`src/rtl/fs_alu_pkg.sv`:
```
package fs_alu_pkg;
  typedef enum logic [3:0] {
    FN_MOV_A   = 4'b0000,
    FN_INC_A   = 4'b0001,
    FN_ADD     = 4'b0010,
    FN_ADD_C   = 4'b0011,
    FN_ADD_NB  = 4'b0100,
    FN_SUB     = 4'b0101,
    FN_DEC_A   = 4'b0110,
    FN_PASS_A  = 4'b0111,
    FN_AND     = 4'b1000,
    FN_OR      = 4'b1001,
    FN_XOR     = 4'b1010,
    FN_NOT_A   = 4'b1011,
    FN_PASS_B  = 4'b1100,
    FN_SHR_B   = 4'b1101,
    FN_SHL_B   = 4'b1110,
    FN_UNUSED  = 4'b1111
  } fn_e;

  typedef enum logic [1:0] {
    ADDEND_ZERO = 2'd0,
    ADDEND_B    = 2'd1,
    ADDEND_NB   = 2'd2,
    ADDEND_ONES = 2'd3
  } addend_e;
endpackage

```
`src/rtl/fs_alu_adder.sv`:
```
module fs_alu_adder #(
  parameter int unsigned N = 8
) (
  input  logic [N-1:0] x_i,
  input  logic [N-1:0] y_i,
  input  logic         cin_i,
  output logic [N-1:0] s_o,
  output logic         cout_o,
  output logic         ovf_o
);
  logic [N:0] carry;
  assign carry[0] = cin_i;

  for (genvar i = 0; i < N; i++) begin : g_bit
    assign s_o[i]       = x_i[i] ^ y_i[i] ^ carry[i];
    assign carry[i+1]   = (x_i[i] & y_i[i]) | (carry[i] & (x_i[i] ^ y_i[i]));
  end

  assign cout_o = carry[N];
  assign ovf_o  = carry[N] ^ carry[N-1];

  always_comb begin
    assert_sum_R7: assert ({cout_o, s_o} == ({1'b0, x_i} + {1'b0, y_i} + {{N{1'b0}}, cin_i}))
      else $error("adder sum/carry mismatch");
    assert_ovf_R7: assert (ovf_o == ((x_i[N-1] == y_i[N-1]) && (s_o[N-1] != x_i[N-1])))
      else $error("adder overflow mismatch");
  end
endmodule

```
`src/rtl/fs_alu_logic.sv`:
```
module fs_alu_logic
  import fs_alu_pkg::*;
#(
  parameter int unsigned N = 8
) (
  input  logic [N-1:0] a_i,
  input  logic [N-1:0] b_i,
  input  logic [3:0]   fs_i,
  output logic [N-1:0] r_o
);
  always_comb begin
    unique case (fs_i)
      FN_AND:    r_o = a_i & b_i;
      FN_OR:     r_o = a_i | b_i;
      FN_XOR:    r_o = a_i ^ b_i;
      FN_NOT_A:  r_o = ~a_i;
      FN_PASS_B: r_o = b_i;
      default:   r_o = a_i;
    endcase
  end
endmodule

```
`src/rtl/fs_alu_shift.sv`:
```
module fs_alu_shift #(
  parameter int unsigned N = 8
) (
  input  logic [N-1:0] b_i,
  input  logic         left_i,
  output logic [N-1:0] r_o,
  output logic         out_bit_o
);
  always_comb begin
    if (left_i) begin
      r_o       = {b_i[N-2:0], 1'b0};
      out_bit_o = b_i[N-1];
    end else begin
      r_o       = {1'b0, b_i[N-1:1]};
      out_bit_o = b_i[0];
    end
  end

  always_comb begin
    assert_fill_R5: assert (left_i ? (r_o[0] == 1'b0) : (r_o[N-1] == 1'b0))
      else $error("shift fill bit not zero");
    assert_outbit_R5: assert (left_i ? ((r_o >> 1) == (b_i & {1'b0, {(N-1){1'b1}}}))
                                     : ((r_o << 1) == (b_i & {{(N-1){1'b1}}, 1'b0})))
      else $error("shift data mismatch");
  end
endmodule

```
`src/rtl/fs_alu.sv`:
```
module fs_alu
  import fs_alu_pkg::*;
#(
  parameter int unsigned N = 8
) (
  input  logic [N-1:0] a_i,
  input  logic [N-1:0] b_i,
  input  logic [3:0]   fs_i,
  output logic [N-1:0] f_o,
  output logic         c_o,
  output logic         v_o,
  output logic         n_o,
  output logic         z_o
);
  localparam int unsigned MSB = N - 1;

  addend_e     addend_sel;
  logic        add_cin;
  logic [N-1:0] addend;
  logic [N-1:0] add_sum, logic_res, shift_res;
  logic        add_cout, add_ovf, shift_out;

  always_comb begin
    add_cin = 1'b0;
    unique case (fs_i)
      FN_MOV_A:  addend_sel = ADDEND_ZERO;
      FN_INC_A:  begin addend_sel = ADDEND_ZERO; add_cin = 1'b1; end
      FN_ADD:    addend_sel = ADDEND_B;
      FN_ADD_C:  begin addend_sel = ADDEND_B; add_cin = 1'b1; end
      FN_ADD_NB: addend_sel = ADDEND_NB;
      FN_SUB:    begin addend_sel = ADDEND_NB; add_cin = 1'b1; end
      FN_DEC_A:  addend_sel = ADDEND_ONES;
      default:   addend_sel = ADDEND_ZERO;
    endcase
  end

  always_comb begin
    unique case (addend_sel)
      ADDEND_B:    addend = b_i;
      ADDEND_NB:   addend = ~b_i;
      ADDEND_ONES: addend = '1;
      default:     addend = '0;
    endcase
  end

  fs_alu_adder #(.N(N)) u_add (
    .x_i(a_i), .y_i(addend), .cin_i(add_cin),
    .s_o(add_sum), .cout_o(add_cout), .ovf_o(add_ovf)
  );

  fs_alu_logic #(.N(N)) u_logic (
    .a_i(a_i), .b_i(b_i), .fs_i(fs_i), .r_o(logic_res)
  );

  fs_alu_shift #(.N(N)) u_shift (
    .b_i(b_i), .left_i(fs_i == FN_SHL_B), .r_o(shift_res), .out_bit_o(shift_out)
  );

  // fs_i[3]==0 and not 0111 selects the adder path
  logic is_arith, is_shift, is_unused;
  assign is_arith  = !fs_i[3] && (fs_i != FN_PASS_A);
  assign is_shift  = (fs_i == FN_SHR_B) || (fs_i == FN_SHL_B);
  assign is_unused = (fs_i == FN_UNUSED);

  always_comb begin
    if (is_arith) begin
      f_o = add_sum;   c_o = add_cout;  v_o = add_ovf;
    end else if (is_shift) begin
      f_o = shift_res; c_o = shift_out; v_o = 1'b0;
    end else if (is_unused) begin
      f_o = '0;        c_o = 1'b0;      v_o = 1'b0;
    end else begin
      f_o = logic_res; c_o = 1'b0;      v_o = 1'b0;
    end
  end

  assign n_o = f_o[MSB];
  assign z_o = (f_o == '0);

  always_comb begin
    assert_quiet_flags_R8: assert (is_arith || is_shift || (!c_o && !v_o))
      else $error("carry/overflow set on logic code");
    assert_unused_R9: assert (!is_unused || (z_o && !n_o && !c_o && !v_o))
      else $error("unused code not idle");
    assert_shift_no_ovf_R5: assert (!is_shift || !v_o)
      else $error("overflow set on shift");
    assert_zero_flag_R6: assert (z_o == ($countones(f_o) == 0))
      else $error("zero flag mismatch");
  end
endmodule

```
`config.mk`:
```
export PLATFORM = sky130hd
export DESIGN_NAME = fs_alu
export DESIGN_NICKNAME = d
export VERILOG_FILES = /design/src/rtl/fs_alu_pkg.sv /design/src/rtl/fs_alu_adder.sv /design/src/rtl/fs_alu_logic.sv /design/src/rtl/fs_alu_shift.sv /design/src/rtl/fs_alu.sv
export SDC_FILE = /design/constraint.sdc
export NUM_CORES = 1
export LEC_CHECK = 0
export ABC_AREA = 1
export ABC_CLOCK_PERIOD_IN_PS = 5500
export BUFFER_PORTS_ARGS = -buffer_cell sky130_fd_sc_hd__buf_2
export CAP_MARGIN = 20
export CELL_PAD_IN_SITES_DETAIL_PLACEMENT = 0
export CELL_PAD_IN_SITES_GLOBAL_PLACEMENT = 2
export CORE_MARGIN = 8
export CORE_UTILIZATION = 27
export DETAILED_ROUTE_END_ITERATION = 7
export GPL_ROUTABILITY_DRIVEN = 1
export MAX_ROUTING_LAYER = met4
export PLACE_DENSITY_LB_ADDON = 0.1
export SLEW_MARGIN = 10
export SYNTH_ARGS = -nofsm -noshare
export SYNTH_HDL_FRONTEND = slang
export SYNTH_HIERARCHICAL = 1
export SYNTH_SLANG_ARGS = --single-unit
```
`constraint.sdc`:
```
create_clock -name vclk -period 5.5
set_input_delay 0.825 -clock vclk [all_inputs]
set_output_delay 0.825 -clock vclk [all_outputs]
set_load 0.02 [all_outputs]
```
==> results.sh <==
export IMPL_path_max_fanout=4
export IMPL_worst_hold_path_type="in -> out"
export IMPL_drt_iter0_drc=55
export IMPL_muxShareOfSynthArea=0
export IMPL_use_met3=0.00320
export IMPL_syn2layout_area_growth_pct=21.5
export IMPL_place_hpwl_um=4370
export IMPL_crit_path_start="fs_i[0]"
export IMPL_grt_pass1_vias=1811
export IMPL_worst_setup_path_end_kind="output port"
export IMPL_drv_cap=0
export IMPL_syn_cell_area_mm2=0.00163
export IMPL_peakVddDrop_mv=0.0544
export IMPL_gp_congestion=0.812
export IMPL_rsz0062_at_grt="true"
export IMPL_ys_warn_count=6
export IMPL_die_x_um=93.8
export IMPL_fin_nets=374
export IMPL_drcViolationCount=0
export IMPL_nFlopsAndLatches=0
export IMPL_max_freq_ghz=0.185
export IMPL_post_route_period_util=0.980
export IMPL_use_met1=0.177
export IMPL_arrival_ns=4.57
export IMPL_drive_gt1_frac=0.280
export IMPL_crit_type="in -> out"
export IMPL_tightest_slew_ns=0.899
export IMPL_final_common_cell="nand2_1"
export IMPL_min_path_cells=5
export IMPL_synth_top_family_by_area="simple AND/OR/NAND/NOR gates"
export IMPL_antenna_found_initial=0
export IMPL_yosysUniqueCellTypes=21
export IMPL_io_buffers=32
export IMPL_yosysTopAreaCellShare=0.214
export IMPL_start_util=0.277
export IMPL_status="finished, final reports clean"
export IMPL_grt_met2_usage=0.211
export IMPL_post_drt_wl_per_cell_um=13.5
export IMPL_seq_area_um2=0
export IMPL_min_period_ns=5.39
export IMPL_leakage_uw=0.00118
export IMPL_post_cts_buffers=0
export IMPL_synth_compound_area_frac=0.0437
export IMPL_avgViaCountPerCell=4.47
export IMPL_grt_max_degree=33
export IMPL_relSlewSlack=0.399
export IMPL_powerDensity_mw_per_mm2=90.8
export IMPL_fillerInstances=678
export IMPL_syn_inst=286
export IMPL_p_total_uw=180
export IMPL_synth_top_area_cell="nand2_1"
export IMPL_n_antenna_cell=0
export IMPL_coreArea_mm2=0.00589
export IMPL_final_cell_mix="nand2_1, inv_1, nand3_1, buf_2, nor2_1"
export IMPL_die_height_um=93.8
export IMPL_clockBufferCount=0
export IMPL_final_hold_violation_count=0
export IMPL_grt_pass1_wl_um=9090
export IMPL_netlist_top_cells_area="nand2_1, ha_1, inv_1, fa_1, nand3_1"
export IMPL_ios=32
export IMPL_routed_wl_um=5450
export IMPL_hold_buffers=0
export IMPL_multi_input_area_mm2=0.00139
export IMPL_required_ns=4.68
export IMPL_dieArea_mm2=0.00879
export IMPL_grt_remaining_overflow=0
export IMPL_synth_nets=330
export IMPL_whs_ns=2.29
export IMPL_slew_viol_final=0
export IMPL_yosysSeqAreaShare=0
export IMPL_synthSimpleGateAreaFrac=0.570
export IMPL_cp_start_kind="primary input"
export IMPL_grtUsageTotal=0.127
export IMPL_synth_xor_area_frac=0
export IMPL_avgSynthCellArea_um2=5.71
export IMPL_finalSetupViolCount=0
export IMPL_rows=28
export IMPL_synth_fa_ha_area_frac=0.221
export IMPL_cts_resized=5
export IMPL_crit_end="z_o"
export IMPL_ant_nets=0
export IMPL_num_vias=1802
export IMPL_busiest_layer="met2"
export IMPL_firstDrtPassIters=4
-- worst min-delay path by stage --
stage / startpoint / slack [ns] / end
after floorplan: fs_i[3] / 1.93 / v_o
after global placement: a_i[0] / 2.27 / f_o[0]
after detailed placement: a_i[0] / 2.26 / f_o[0]
after CTS: a_i[0] / 2.26 / f_o[0]
after global routing: fs_i[3] / 2.33 / v_o
final: b_i[7] / 2.29 / c_o
-- per-stage QoR --
stage,setup TNS (ns),cell area (um^2),utilization,cells,setup WS [ns]
floorplan,0,1630,-,286,0.0354
global placement,-0.540,1940,0.330,403,-0.210
detailed placement,-0.601,1940,0.330,403,-0.233
CTS,0,1960,0.332,403,0.00225
global route,-0.0559,1980,0.337,403,-0.0555
finish,0,1980,0.337,403,0.108
-- layout make-up --
| cell class | count | share of cell area |
|---|---|---|
| Timing Repair Buffer | 49 | 0.152 |
| Multi-Input combinational cell | 226 | 0.700 |
| Inverter | 53 | 0.100 |
| Tap cell | 75 | 0.0473 |
-- critical path: stages --
cell,delay (ns)
buf_4,0.10
nand2_1,0.05
inv_1,0.08
nor3_2,0.05
nand2_1,0.07
o21ai_2,0.07
fa_2,0.35
inv_2,0.06
fa_2,0.17
inv_1,0.05
fa_2,0.34
fa_2,0.35
fa_2,0.35
fa_2,0.35
fa_2,0.36
inv_2,0.07
fa_1,0.39
inv_1,0.06
nand2_1,0.05
nand2_2,0.07
nor2_1,0.04
nand2_1,0.06
nor2_1,0.04
buf_4,0.15
-- cell families (layout without fill, tap and decap cells) --
group / count (synthesis) / after routing
buffers and inverters: 60 / 102
adders and majority gates: 24 / 24
AOI/OAI and AO/OA: 12 / 12
and+or+nand+nor: 190 / 190
-- cell usage after synthesis, drive strengths merged --
cell    instances
nand2         102
inv            53
nand3          43
nor2           28
ha             16
nand3b         14
o21ai           9
fa              8
buf             7
nand4           2
a211oi          1
a21oi           1
a32o            1
nor3            1
-- routing by layer --
metal	part of all wire	vias up
li1	-	973
met1	0.52	801
met2	0.46	28
met3	0.024	0
met4	0	0
met5	0	-
-- report_power, final --
group          internal [uW]  switching (uW)
registers                  0               0
clock network              0               0
logic                   66.8             113
total                   66.8             113
No activity file was read; power rests on OpenSTA's default activity.
